$ cat config.mk
export PLATFORM = sky130hd
export DESIGN_NAME = sd_payload_reorder
export DESIGN_NICKNAME = d
export VERILOG_FILES = /design/src/rtl/sdr_pkg.sv /design/src/rtl/sdr_mode_decode.sv /design/src/rtl/sdr_xfer_ctrl.sv /design/src/rtl/sdr_word_stage.sv /design/src/rtl/sd_payload_reorder.sv
export SDC_FILE = /design/constraint.sdc
export NUM_CORES = 1
export LEC_CHECK = 0
export ABC_AREA = 1
export BUFFER_PORTS_ARGS = -buffer_cell sky130_fd_sc_hd__buf_2
export CORE_MARGIN = 1.5
export CORE_UTILIZATION = 45
export CTS_CLUSTER_DIAMETER = 200
export DETAILED_ROUTE_END_ITERATION = 8
export GPL_TIMING_DRIVEN = 0
export PLACE_DENSITY = 0.63
export SYNTH_ARGS = -nofsm -noshare
export SYNTH_HDL_FRONTEND = slang
export SYNTH_SLANG_ARGS = --single-unit
$ cat constraint.sdc
create_clock -name clk -period 5.3 [get_ports clk]
set_clock_uncertainty 0.2 [all_clocks]
set_input_delay 1.06 -clock clk [delete_from_list [all_inputs] [get_ports clk]]
set_output_delay 1.06 -clock clk [all_outputs]
set_load 0.02 [all_outputs]
$ cat src/rtl/sdr_pkg.sv
// Shared types and command constants for the payload reorder unit.
// Assumes 6-bit SD command indices.
package sdr_pkg;
    typedef enum logic [1:0] {
        SDR_PASS   = 2'd0,
        SDR_BITREV = 2'd1,
        SDR_BSWAP  = 2'd2
    } sdr_mode_e;

    localparam logic [5:0] CMD_SWITCH    = 6'd6;
    localparam logic [5:0] CMD_APP_STAT  = 6'd13;
    localparam logic [5:0] CMD_WR_BLKS   = 6'd22;
    localparam logic [5:0] CMD_WP_STAT   = 6'd30;
    localparam logic [5:0] CMD_CFG_READ  = 6'd51;
endpackage

$ cat src/rtl/sdr_mode_decode.sv
// Maps the command index and the addressed-data flag to a transform mode.
// Purely combinational; the caller latches the result.
module sdr_mode_decode
    import sdr_pkg::*;
(
    input  logic [5:0]  cmd_idx,
    input  logic        adtc,
    output sdr_mode_e   mode
);
    // Select the transform for the special payload commands.
    always_comb begin
        mode = SDR_PASS;
        if (adtc) begin
            unique case (cmd_idx)
                CMD_SWITCH:                                       mode = SDR_BITREV;
                CMD_APP_STAT, CMD_WR_BLKS, CMD_WP_STAT, CMD_CFG_READ: mode = SDR_BSWAP;
                default:                                          mode = SDR_PASS;
            endcase
        end
    end
endmodule

$ cat src/rtl/sdr_xfer_ctrl.sv
// Transfer control: latches mode and expected word count on start, counts
// accepted words, raises size and length errors.
// Assumes start and end are single-cycle strobes and take only occurs when room is high.
module sdr_xfer_ctrl
    import sdr_pkg::*;
#(
    parameter int BLK_CNT_W = 12,
    parameter int BLK_SZ_W  = 12
) (
    input  logic                 clk,
    input  logic                 rst_n,
    input  logic                 start,
    input  logic                 finish,
    input  sdr_mode_e            mode_in,
    input  logic [BLK_CNT_W-1:0] blk_cnt,
    input  logic [BLK_SZ_W-1:0]  blk_size,
    input  logic                 take,
    output logic                 busy,
    output sdr_mode_e            mode_q,
    output logic                 room,
    output logic                 size_err,
    output logic                 len_err
);
    localparam int PROD_W = BLK_CNT_W + BLK_SZ_W;
    localparam int WCNT_W = PROD_W - 2;

    logic [PROD_W-1:0] prod;
    logic [WCNT_W-1:0] exp_d, exp_q, cnt;

    // Expected payload length in words.
    always_comb begin
        prod  = PROD_W'(blk_cnt) * PROD_W'(blk_size);
        exp_d = prod[PROD_W-1:2];
    end

    // Input space exists while open, not closing, and below the expected count.
    assign room = busy && !finish && (cnt < exp_q);

    // Transfer state, word counter and error flags.
    always_ff @(posedge clk) begin
        if (!rst_n) begin
            busy     <= 1'b0;
            mode_q   <= SDR_PASS;
            exp_q    <= '0;
            cnt      <= '0;
            size_err <= 1'b0;
            len_err  <= 1'b0;
        end else if (start && !busy) begin
            len_err <= 1'b0;
            if (blk_size[1:0] != 2'b00) begin
                size_err <= 1'b1;
            end else begin
                size_err <= 1'b0;
                busy     <= 1'b1;
                mode_q   <= mode_in;
                exp_q    <= exp_d;
                cnt      <= '0;
            end
        end else if (finish && busy) begin
            busy    <= 1'b0;
            len_err <= (cnt != exp_q);
        end else if (take) begin
            cnt <= cnt + 1'b1;
        end
    end


    size_reject_chk: assert property (@(posedge clk) disable iff (!rst_n)
        (start && !busy && blk_size[1:0] != 2'b00) |=> (size_err && !busy));


    mode_hold_chk: assert property (@(posedge clk) disable iff (!rst_n)
        (busy && !finish) |=> $stable(mode_q));


    no_overflow_chk: assert property (@(posedge clk) disable iff (!rst_n)
        busy |-> (cnt <= exp_q));


    len_flag_chk: assert property (@(posedge clk) disable iff (!rst_n)
        (busy && finish && cnt != exp_q) |=> len_err);
endmodule

$ cat src/rtl/sdr_word_stage.sv
// One registered output stage applying the selected transform to each word.
// Assumes the caller raises take only when slot_free is high.
module sdr_word_stage
    import sdr_pkg::*;
#(
    parameter int BYTES = 4
) (
    input  logic               clk,
    input  logic               rst_n,
    input  sdr_mode_e          mode,
    input  logic               take,
    input  logic [8*BYTES-1:0] in_data,
    output logic               slot_free,
    output logic               out_valid,
    input  logic               out_ready,
    output logic [8*BYTES-1:0] out_data
);
    localparam int W = 8 * BYTES;

    logic [W-1:0] rev_w, swp_w, xf_w;

    // Per-byte bit reversal and whole-word byte swap networks.
    for (genvar b = 0; b < BYTES; b++) begin : g_byte
        for (genvar k = 0; k < 8; k++) begin : g_bit
            assign rev_w[8*b + k] = in_data[8*b + 7 - k];
        end
        assign swp_w[8*b +: 8] = in_data[8*(BYTES-1-b) +: 8];
    end

    // Pick the transform for the latched mode.
    always_comb begin
        unique case (mode)
            SDR_BITREV: xf_w = rev_w;
            SDR_BSWAP:  xf_w = swp_w;
            default:    xf_w = in_data;
        endcase
    end

    assign slot_free = !out_valid || out_ready;

    // Output register: load on accept, empty on drain.
    always_ff @(posedge clk) begin
        if (!rst_n) begin
            out_valid <= 1'b0;
            out_data  <= '0;
        end else if (take) begin
            out_valid <= 1'b1;
            out_data  <= xf_w;
        end else if (out_ready) begin
            out_valid <= 1'b0;
        end
    end


    stall_hold_chk: assert property (@(posedge clk) disable iff (!rst_n)
        (out_valid && !out_ready) |=> (out_valid && $stable(out_data)));


    valid_source_chk: assert property (@(posedge clk) disable iff (!rst_n)
        $rose(out_valid) |-> $past(take));
endmodule

$ cat src/rtl/sd_payload_reorder.sv
// Top of the SD special-command payload reorder unit: decodes the command,
// controls the transfer and streams words through one registered transform.
// Assumes xfer_start and xfer_end are one-cycle strobes.
module sd_payload_reorder
    import sdr_pkg::*;
#(
    parameter int BLK_CNT_W = 12,
    parameter int BLK_SZ_W  = 12,
    parameter int BYTES     = 4
) (
    input  logic                 clk,
    input  logic                 rst_n,
    input  logic                 xfer_start,
    input  logic                 xfer_end,
    input  logic [5:0]           cmd_idx,
    input  logic                 adtc,
    input  logic [BLK_CNT_W-1:0] blk_cnt,
    input  logic [BLK_SZ_W-1:0]  blk_size,
    input  logic                 in_valid,
    output logic                 in_ready,
    input  logic [8*BYTES-1:0]   in_data,
    output logic                 out_valid,
    input  logic                 out_ready,
    output logic [8*BYTES-1:0]   out_data,
    output logic                 busy,
    output logic                 size_err,
    output logic                 len_err
);
    sdr_mode_e mode_dec, mode_q;
    logic      room, slot_free, take;

    // Handshake join of transfer room and output space.
    assign in_ready = room && slot_free;
    assign take     = in_valid && in_ready;

    sdr_mode_decode u_dec (
        .cmd_idx (cmd_idx),
        .adtc    (adtc),
        .mode    (mode_dec)
    );

    sdr_xfer_ctrl #(
        .BLK_CNT_W (BLK_CNT_W),
        .BLK_SZ_W  (BLK_SZ_W)
    ) u_ctrl (
        .clk      (clk),
        .rst_n    (rst_n),
        .start    (xfer_start),
        .finish   (xfer_end),
        .mode_in  (mode_dec),
        .blk_cnt  (blk_cnt),
        .blk_size (blk_size),
        .take     (take),
        .busy     (busy),
        .mode_q   (mode_q),
        .room     (room),
        .size_err (size_err),
        .len_err  (len_err)
    );

    sdr_word_stage #(
        .BYTES (BYTES)
    ) u_stage (
        .clk       (clk),
        .rst_n     (rst_n),
        .mode      (mode_q),
        .take      (take),
        .in_data   (in_data),
        .slot_free (slot_free),
        .out_valid (out_valid),
        .out_ready (out_ready),
        .out_data  (out_data)
    );
endmodule

==> flow_summary.json, run 1 <==
{
  "clk_pin_slew_ps": 60,
  "clock_latency_ps": 340,
  "drt_iter0_drc": 489,
  "slew_headroom_pct": 52.92,
  "fin_area_um2": 12090,
  "leakage_nw": 6.353,
  "htree_levels": 3,
  "period_needed_ps": 5242,
  "grt_pass1_vias": 8714,
  "ys_seq_area_share_pct": 16.58,
  "hold_viol": 0,
  "worstMarginPinSlew_ps": 703.7,
  "cts_root_buf": "clkbuf_16",
  "final_cell_mix": "nand2_1, inv_1, fa_1",
  "crit_top_cell": "fa_1",
  "synthFlopType": "dfxtp_1",
  "synthArstFlopShare_pct": 0,
  "portBuffers": 104,
  "syn_area_um2": 9901,
  "hpwl_um": 20560,
  "postSynthCellCount": 1403,
  "overflow": 0,
  "worstPathRequired_ps": 5330,
  "syn_avg_cell_area_um2": 7.057,
  "critPathKind": "input port to register",
  "path_cells": "buf_8 > buf_8 > buf_12 > buf_4 > nand2_2 > fa_2 > fa_1 > fa_1 > inv_2 > fa_1 > inv_1 > fa_1 > inv_2 > ha_4 > buf_12 > nand2_4 > nor2_2 > nor2_2 > nand2_2 > nand2_1 > nand2_1 > xor2_1 > o21ai_1 > inv_1",
  "drc": 0,
  "cts_tree": "built",
  "first_pass_iters": 5,
  "peakVddDrop_mv": 0.5704,
  "start_util_pct": 45.65,
  "cp_num_buf_inv": 9,
  "crit_arrival_ps": 5270,
  "rsz0062_at_grt": "yes",
  "gp_congestion": 0.9339,
  "critPathSlowestCell": "fa_1",
  "clock.fmax_mhz": 190.8,
  "nNetsFinal": 1794,
  "grt_max_degree": 15,
  "start_kind": "input port",
  "antenna_found_initial": 0,
  "clock_path_buffers": 2,
  "drive_gt1_share_pct": 21.24,
  "p_per_area_nw_per_um2": 478.3,
  "ys_warn_count": 0,
  "final_antenna_net_count": 0,
  "io_pins": 106,
  "layout_commonest_cell": "nand2_1",
  "num_rows": 54,
  "hold_buffers": 0,
  "cp_max_fo": 4,
  "slowest_delay_ps": 550,
  "drt-total-wl_um": 26130,
  "core_area_um2": 21690,
  "ys_types": 36,
  "vias_per_cell": 5.116,
  "status": "finished clean",
  "dieArea_um2": 22900,
  "endpoint_kind": "register",
  "fin_util_pct": 55.76,
  "drv_slew": 0,
  "route.vias.total": 9331,
  "setup_viol": 0,
  "cap_violations": 0,
  "die_h_um": 151.3,
  "syn_nets": 1658,
  "ys_seq_elements": 82,
  "grtUsageTotal_pct": 22.85,
  "holdWs_ps": 259.8,
  "wl_per_cell_um": 14.33,
  "min_path_type": "register to register",
  "clock_sinks": 82,
  "placed_cell_area_um2": 10900,
  "synth_edf_count": 0,
  "n_antenna_cell": 0,
  "fin_crit_sh_pct": 98.90,
  "numCtsBuffers": 9,
  "die_w_um": 151.3,
  "critical-path-top-delay-family": "adder cells",
  "grt_pass1_wl_um": 41860,
  "area_delta_synth_final_pct": 22.15
}
## logic make-up (layout without fill, tap and decap cells)
logic type	Yosys count	after routing	synth area share (%)
AND/OR/NAND/NOR	545	545	23.29
buffers and inverters	380	521	14.90
adder cells (fa/ha/maj)	186	186	31.09
AO/OA/AOI/OAI	163	163	9.175
flip-flops	82	82	16.58
multiplexers	32	32	3.640
XOR/XNOR	15	15	1.327
## worst paths after layout
check,startpoint,to,slack [ps],cells after the start
worst min-delay path,u_stage.out_data[6]$_SDFFE_PN0P_,u_stage.out_data[6]$_SDFFE_PN0P_,260,2
worst max-delay path,blk_size[6],u_ctrl.exp_q[12]$_SDFFE_PN0P_,60,24
worst max register to register,u_ctrl.exp_q[21]$_SDFFE_PN0P_,u_ctrl.cnt[3]$_SDFFE_PN0P_,2890,12
worst min register to register,u_stage.out_data[6]$_SDFFE_PN0P_,u_stage.out_data[6]$_SDFFE_PN0P_,260,2
## power by group
group,switching [mW],internal [mW]
clock,0.267,0.429
sequential,0.0154,0.643
combinational,2.52,1.91
total,2.80,2.98
## repair_timing
action | in CTS | in global routing
resized for setup | 39 | 150
pin swaps | 21 | 84
gates cloned | 1 | 0
endpoints found under the setup margin | 14 | 15
setup buffers | 7 | 25
endpoints found under the hold margin | 0 | 0
## synthesized netlist by cell type, types with 14 or more instances
library cell / n / area share [%]
inv_1: 317 / 12
xor2_1: 14 / 1.2
o21ai_0: 44 / 2.2
dfxtp_1: 82 / 17
nand3_1: 90 / 4.5
o22ai_1: 34 / 2.1
nor2_1: 67 / 2.5
ha_1: 86 / 11
nand2_1: 334 / 13
mux2_2: 32 / 3.6
nand4_1: 23 / 1.5
clkbuf_1: 46 / 1.7
a21oi_1: 69 / 3.5
fa_1: 100 / 20
## worst register-to-register path, cell delays in order, from the launching register on
cell,delay [ps]
dfxtp_1,310
inv_1,60
ha_1,290
nand2_1,50
inv_1,80
nand3_1,90
nor3_1,340
nand2_1,180
nand3_2,180
nand2_2,150
buf_4,210
nand3_1,70
o21ai_0,80
## layout make-up
class	count	area [um^2]
inverters	319	1200
flip-flops and latches	82	1642
clock buffers	11	242.7
well taps	280	350.3
multi-input cells	941	7313
plain buffers	49	377.9
repair buffers	137	883.3
clock inverters	5	85.08
fillers	2058	9594
## flip-flops by register name (all words and copies together) (netlist names)
register / flops
u_stage.out_data: 32
u_ctrl.cnt: 22
u_ctrl.exp_q: 22
u_ctrl.len_err: 1
u_ctrl.size_err: 1
u_ctrl.busy: 1
u_stage.out_valid: 1
u_ctrl.mode_q: 2
## metal layers
metal / part of all wire [%] / track usage [%] / vias to the layer above
met3: 5.8 / 2.651 / 22
met5: 0 / 0 / -
met4: 0.98 / 3.981 / 0
li1: - / - / 4626
met1: 46 / 32.37 / 4426
met2: 47 / 37.73 / 257
## through the flow
stage	setup TNS, ps	std cells	setup WS [ps]	total power, mW
after global routing	-552.3	1824	-115.8	6.270
final	0	1824	58.10	5.784
after detailed placement	-7325	1787	-614.3	3.658
after global placement	-6987	1787	-609.6	3.648
after CTS	-5.966	1800	-5.966	4.581
after floorplan	-23.30	1403	-23.30	2.988
(Power assumes the default switching activity.)
==> run 2: changes to the inputs <==
- CORE_MARGIN: 1.5 -> default
- RECOVER_POWER: default -> 100
==> run 2 against run 1 <==
Effect of this change: hold slack better by 5.5 ps; clock-buffer cell count is the same; non-clock buffer count down 2; flip-flop and latch count unchanged; die area down 1.3%; largest cell class unchanged; highest routed layer unchanged.
==> flow_summary.json, run 2 (same netlist as run 1, synthesis figures left out) <==
{
  "wl_met1_um": 12050,
  "cp_max_fo": 5,
  "first_pass_iters": 5,
  "fin_crit_sh_pct": 97.96,
  "crit_path_start": "blk_size[7]",
  "regArea_um2": 1642,
  "grt_pass1_vias": 8897,
  "wl_per_cell_um": 14.35,
  "critPathKind": "input port to register",
  "numCtsBuffers": 9,
  "clock.fmax_mhz": 192.6,
  "rr_endpoint": "u_stage.out_data[2]$_SDFFE_PN0P_",
  "num_rows": 53,
  "largest_register_ff_count": 32,
  "slowest_delay_ps": 520,
  "overflow": 0,
  "wl_met3_um": 1621,
  "htree_levels": 3,
  "critPathSlowestCell": "fa_1",
  "clock_latency_ps": 340,
  "fin_setup_tns_ps": 0,
  "path_cells": "buf_6 > buf_8 > nand2_1 > inv_2 > fa_1 > inv_2 > fa_1 > inv_2 > fa_2 > fa_1 > inv_2 > fa_1 > inv_2 > ha_4 > a21o_1 > a21oi_2 > nand2_1 > nand2_2 > nand3_2 > nand2_2 > nand3_2 > nand2_1 > inv_1",
  "drt-total-wl_um": 26060,
  "hold_path_depth": 2,
  "n_antenna_cell": 0,
  "antenna_found_initial": 0,
  "layout_commonest_cell": "nand2_1",
  "p_per_area_nw_per_um2": 482.3,
  "final_antenna_net_count": 0,
  "placed_cell_area_um2": 10890,
  "fillers": 2069,
  "clk_pin_slew_ps": 70,
  "critical_path.endpoint": "u_ctrl.exp_q[20]$_SDFFE_PN0P_",
  "drv_slew": 0,
  "worstMarginPinSlew_ps": 734.0,
  "final_cells": 1816,
  "portBuffers": 104,
  "p_total_mw": 5.752,
  "drive_gt1_share_pct": 17.91,
  "status": "finished clean",
  "r2r_cells": 10,
  "route.vias.total": 9256,
  "worstPathRequired_ps": 5330,
  "cp_num_buf_inv": 8,
  "drc": 0,
  "peakVddDrop_mv": 0.6051,
  "min_path_type": "register to register",
  "die_h_um": 150.3,
  "path_depth": 23,
  "cap_violations": 0,
  "largest_register": "u_stage.out_data",
  "grt_pass1_wl_um": 42580,
  "grtUsageTotal_pct": 23.65,
  "leakage_nw": 6.167,
  "core_area_um2": 21290,
  "area_delta_synth_final_pct": 20.45,
  "critical-path-top-delay-family": "adder cells",
  "endpoint_kind": "register",
  "cts_root_buf": "clkbuf_16",
  "hold_buffers": 0,
  "hpwl_um": 20720,
  "r2r-start": "u_ctrl.cnt[16]$_SDFFE_PN0P_",
  "crit_top_cell": "inv_2",
  "crit_arrival_ps": 5230,
  "start_kind": "input port",
  "start_util_pct": 46.51,
  "nNetsFinal": 1792,
  "io_pins": 106,
  "wl_met2_um": 12180,
  "hold_viol": 0,
  "r2r_slack_ps": 2580,
  "fin_area_um2": 11930,
  "slew_headroom_pct": 50.89,
  "dp.cells": 1782,
  "cts_tree": "built",
  "rsz0062_at_grt": "yes",
  "vias_per_cell": 5.097,
  "gp_congestion": 0.8741,
  "period_needed_ps": 5192,
  "multi_input_area_um2": 7287,
  "largestRegisters": "u_stage.out_data (32), u_ctrl.cnt (22), u_ctrl.exp_q (22)",
  "final_cell_mix": "nand2_1, inv_1, fa_1",
  "dr.max_layer_used": "met4",
  "clock_path_buffers": 2,
  "dieArea_um2": 22600,
  "drt_iter0_drc": 497,
  "setup_viol": 0,
  "die_w_um": 150.3,
  "grt_max_degree": 14,
  "clock_sinks": 82
}
==> run 2: power breakdown <==
part,total (mW),leakage [nW],internal [mW],switching [mW]
Sequential,0.658,0.665,0.643,0.0150
Combinational,4.46,5.36,1.93,2.52
Clock,0.638,0.146,0.377,0.261
Total,5.75,6.17,2.95,2.80
==> run 2: worst min path at each step <==
stage                                            from  slack (ps)                                 to
floorplan                u_ctrl.exp_q[3]$_SDFFE_PN0P_         250       u_ctrl.exp_q[3]$_SDFFE_PN0P_
global placement     u_stage.out_data[1]$_SDFFE_PN0P_         250   u_stage.out_data[1]$_SDFFE_PN0P_
detailed placement  u_stage.out_data[13]$_SDFFE_PN0P_         250  u_stage.out_data[13]$_SDFFE_PN0P_
CTS                 u_stage.out_data[13]$_SDFFE_PN0P_         260  u_stage.out_data[13]$_SDFFE_PN0P_
global route         u_stage.out_data[2]$_SDFFE_PN0P_         290   u_stage.out_data[2]$_SDFFE_PN0P_
finish               u_stage.out_data[2]$_SDFFE_PN0P_         270   u_stage.out_data[2]$_SDFFE_PN0P_
==> run 2: timing repair <==
item	CTS	global route
setup endpoints to repair	14	14
cloned	1	1
pin swaps	22	71
buffers inserted	6	22
resized for setup	57	128
==> run 2: cell type report <==
cell class	count	share of cell area [%]
Buffer	50	2.969
Sequential cell	82	13.77
Inverter	319	10.04
Tap cell	275	2.885
Multi-Input combinational cell	941	61.11
Clock buffer	11	2.035
Timing Repair Buffer	134	6.757
Clock inverter	4	0.4407
==> run 2: worst register-to-register path: cells and delay by family, from the launching register on <==
kind	cells	cell delay, ps
AO/OA/AOI/OAI	3	340
AND/OR/NAND/NOR	4	690
buffers and inverters	2	660
flip-flops	1	470
adder cells (fa/ha/maj)	1	280
==> run 2: layer usage <==
layer	vias to the layer above	GRT usage, %
met5	-	0
met4	0	3.333
met3	12	2.394
met2	259	40.05
met1	4374	33.11
li1	4611	-
==> run 2: stage by stage <==
stage	setup slack, ps	util [%]	hold WS (ps)
floorplan	-23.30	-	252.7
finish	107.9	56.02	265.3
global placement	-603.4	51.17	249.4
CTS	-1.708	53.56	263.8
global route	-10.75	56.02	287.6
detailed placement	-644.0	51.17	253.6
==> run 3: changes to the inputs <==
- SETUP_SLACK_MARGIN: default -> 0.2
==> run 3 against run 2 <==
Effect of this change: maximum frequency increased by 0.52%; global-route usage increased by 0.87 points; register-to-register slack got worse by 70 ps; sequential power about the same; setup slack improved by 27 ps; sequential share of layout area decreased by 0.26 points; clock-buffer cell count unchanged; first-iteration DRC count increased by 14%; hold slack got worse by 3.0 ps; non-clock buffer count increased by 19.
==> flow_summary.json, run 3 (same netlist as run 1, synthesis figures left out) <==
{
  "cap_violations": 0,
  "antenna_found_initial": 0,
  "route.vias.total": 9307,
  "critPathSlowestCell": "fa_1",
  "wl_per_cell_um": 14.38,
  "cts_root_buf": "clkbuf_16",
  "drv_slew": 0,
  "cp_max_fo": 6,
  "core_area_um2": 21290,
  "hold_buffers": 0,
  "vias_per_cell": 5.069,
  "crit_arrival_ps": 5260,
  "clk_pin_slew_ps": 60,
  "dieArea_um2": 22600,
  "htree_levels": 3,
  "grt_pass1_wl_um": 43960,
  "clock_latency_ps": 340,
  "path_cells": "buf_8 > buf_8 > buf_6 > nand2_2 > inv_2 > fa_2 > fa_1 > fa_1 > fa_1 > inv_2 > fa_1 > inv_2 > ha_4 > nand2_4 > nor2_4 > nand4_1 > a31o_2 > nand3_1 > nand2_1 > inv_1",
  "nNetsFinal": 1811,
  "final_cell_mix": "nand2_1, inv_1, fa_1",
  "grtUsageTotal_pct": 24.52,
  "min_delay_worst_endpoint": "u_stage.out_data[19]$_SDFFE_PN0P_",
  "crit_top_cell": "fa_1",
  "rr_endpoint": "u_stage.out_data[8]$_SDFFE_PN0P_",
  "largestRegisters": "u_stage.out_data (32), u_ctrl.cnt (22), u_ctrl.exp_q (22)",
  "p_total_mw": 5.541,
  "min_path_type": "register to register",
  "num_rows": 53,
  "drt_iter0_drc": 568,
  "cts_tree": "built",
  "setup_viol": 0,
  "status": "finished clean",
  "clock_path_buffers": 2,
  "fin_setup_tns_ps": 0,
  "io_pins": 106,
  "n_antenna_cell": 0,
  "area_delta_synth_final_pct": 22.77,
  "r2r_cells": 10,
  "grt_max_degree": 15,
  "die_h_um": 150.3,
  "gp_congestion": 0.8993,
  "worstMarginPinSlew_ps": 685.5,
  "leakage_nw": 6.245,
  "final_antenna_net_count": 0,
  "drc": 0,
  "peakVddDrop_mv": 0.4147,
  "rsz0062_at_grt": "yes",
  "portBuffers": 104,
  "cp_num_buf_inv": 7,
  "r2r-start": "u_ctrl.cnt[16]$_SDFFE_PN0P_",
  "clock.fmax_mhz": 193.6,
  "critPathKind": "input port to register",
  "clock_sinks": 82,
  "min-delay-start": "u_stage.out_data[19]$_SDFFE_PN0P_",
  "hold_viol": 0,
  "p_per_area_nw_per_um2": 455.8,
  "slew_headroom_pct": 54.13,
  "endpoint_kind": "register",
  "path_depth": 20,
  "die_w_um": 150.3,
  "fin_crit_sh_pct": 97.46,
  "hpwl_um": 20910,
  "drive_gt1_share_pct": 19.09,
  "first_pass_iters": 5,
  "worstPathRequired_ps": 5390,
  "start_util_pct": 46.51,
  "overflow": 0,
  "period_needed_ps": 5165,
  "layout_commonest_cell": "nand2_1",
  "numCtsBuffers": 9,
  "largest_register": "u_stage.out_data",
  "critical-path-top-delay-family": "adder cells",
  "start_kind": "input port",
  "hold_path_depth": 2,
  "slowest_delay_ps": 570,
  "drt-total-wl_um": 26410,
  "grt_pass1_vias": 9047,
  "r2r_slack_ps": 2510,
  "largest_register_ff_count": 32
}
run 3: timing repair:
item,in CTS,in global routing
pin swaps,19,20
setup buffers,18,15
setup endpoints to repair,13,15
gates cloned,4,1
gates resized for setup,47,91
run 3: how the worst max path moves through the flow:
stage / from / endpoint
floorplan: blk_size[7] / u_ctrl.exp_q[12]$_SDFFE_PN0P_
global placement: blk_size[1] / u_ctrl.exp_q[12]$_SDFFE_PN0P_
detailed placement: blk_size[5] / u_ctrl.exp_q[17]$_SDFFE_PN0P_
CTS: blk_size[4] / u_ctrl.exp_q[20]$_SDFFE_PN0P_
global route: blk_cnt[3] / u_ctrl.exp_q[21]$_SDFFE_PN0P_
finish: blk_cnt[4] / u_ctrl.exp_q[14]$_SDFFE_PN0P_
run 3: area by class of cell:
cell class / instances / area [um^2]
fillers: 2063 / 9131
multi-input cells: 941 / 7261
flip-flops and latches: 82 / 1642
inverters: 319 / 1197
repair buffers: 142 / 867.1
plain buffers: 61 / 530.5
well taps: 275 / 344.1
clock buffers: 11 / 252.7
clock inverters: 5 / 61.31
run 3: power by group:
group          total (mW)  switching [mW]  internal, mW
Combinational        4.22            2.43          1.80
Sequential          0.658          0.0148         0.643
Clock               0.659           0.267         0.392
Total                5.54            2.71          2.83
run 3: routing by layer:
metal / track usage [%] / routed length (um)
met1: 34.49 / 12380
met2: 40.71 / 12090
met3: 3.242 / 1736
met4: 3.586 / 206
met5: 0 / 0
run 3: worst register-to-register path: stages, from the launching register on:
cell      delay [ps]
dfxtp_1          500
ha_1             290
nand2_1           70
o21bai_1         110
a21oi_1           80
nor2_1           280
and2_1           180
clkbuf_1         250
clkbuf_1         440
nand3_1          170
a21oi_1          160
run 3: stage by stage:
step	instance area, um^2	utilization, %	cells	hold slack [ps]	setup slack, ps
2_1_floorplan	10350	-	1403	252.7	180.7
3_3_place_gp	11210	52.67	1782	249.9	-360.0
3_5_place_dp	11210	52.67	1782	254.8	-425.6
4_1_cts	11870	55.78	1820	264.9	153.6
5_1_grt	12160	57.10	1836	284.2	-46.53
6_report	12160	57.10	1836	262.3	134.6
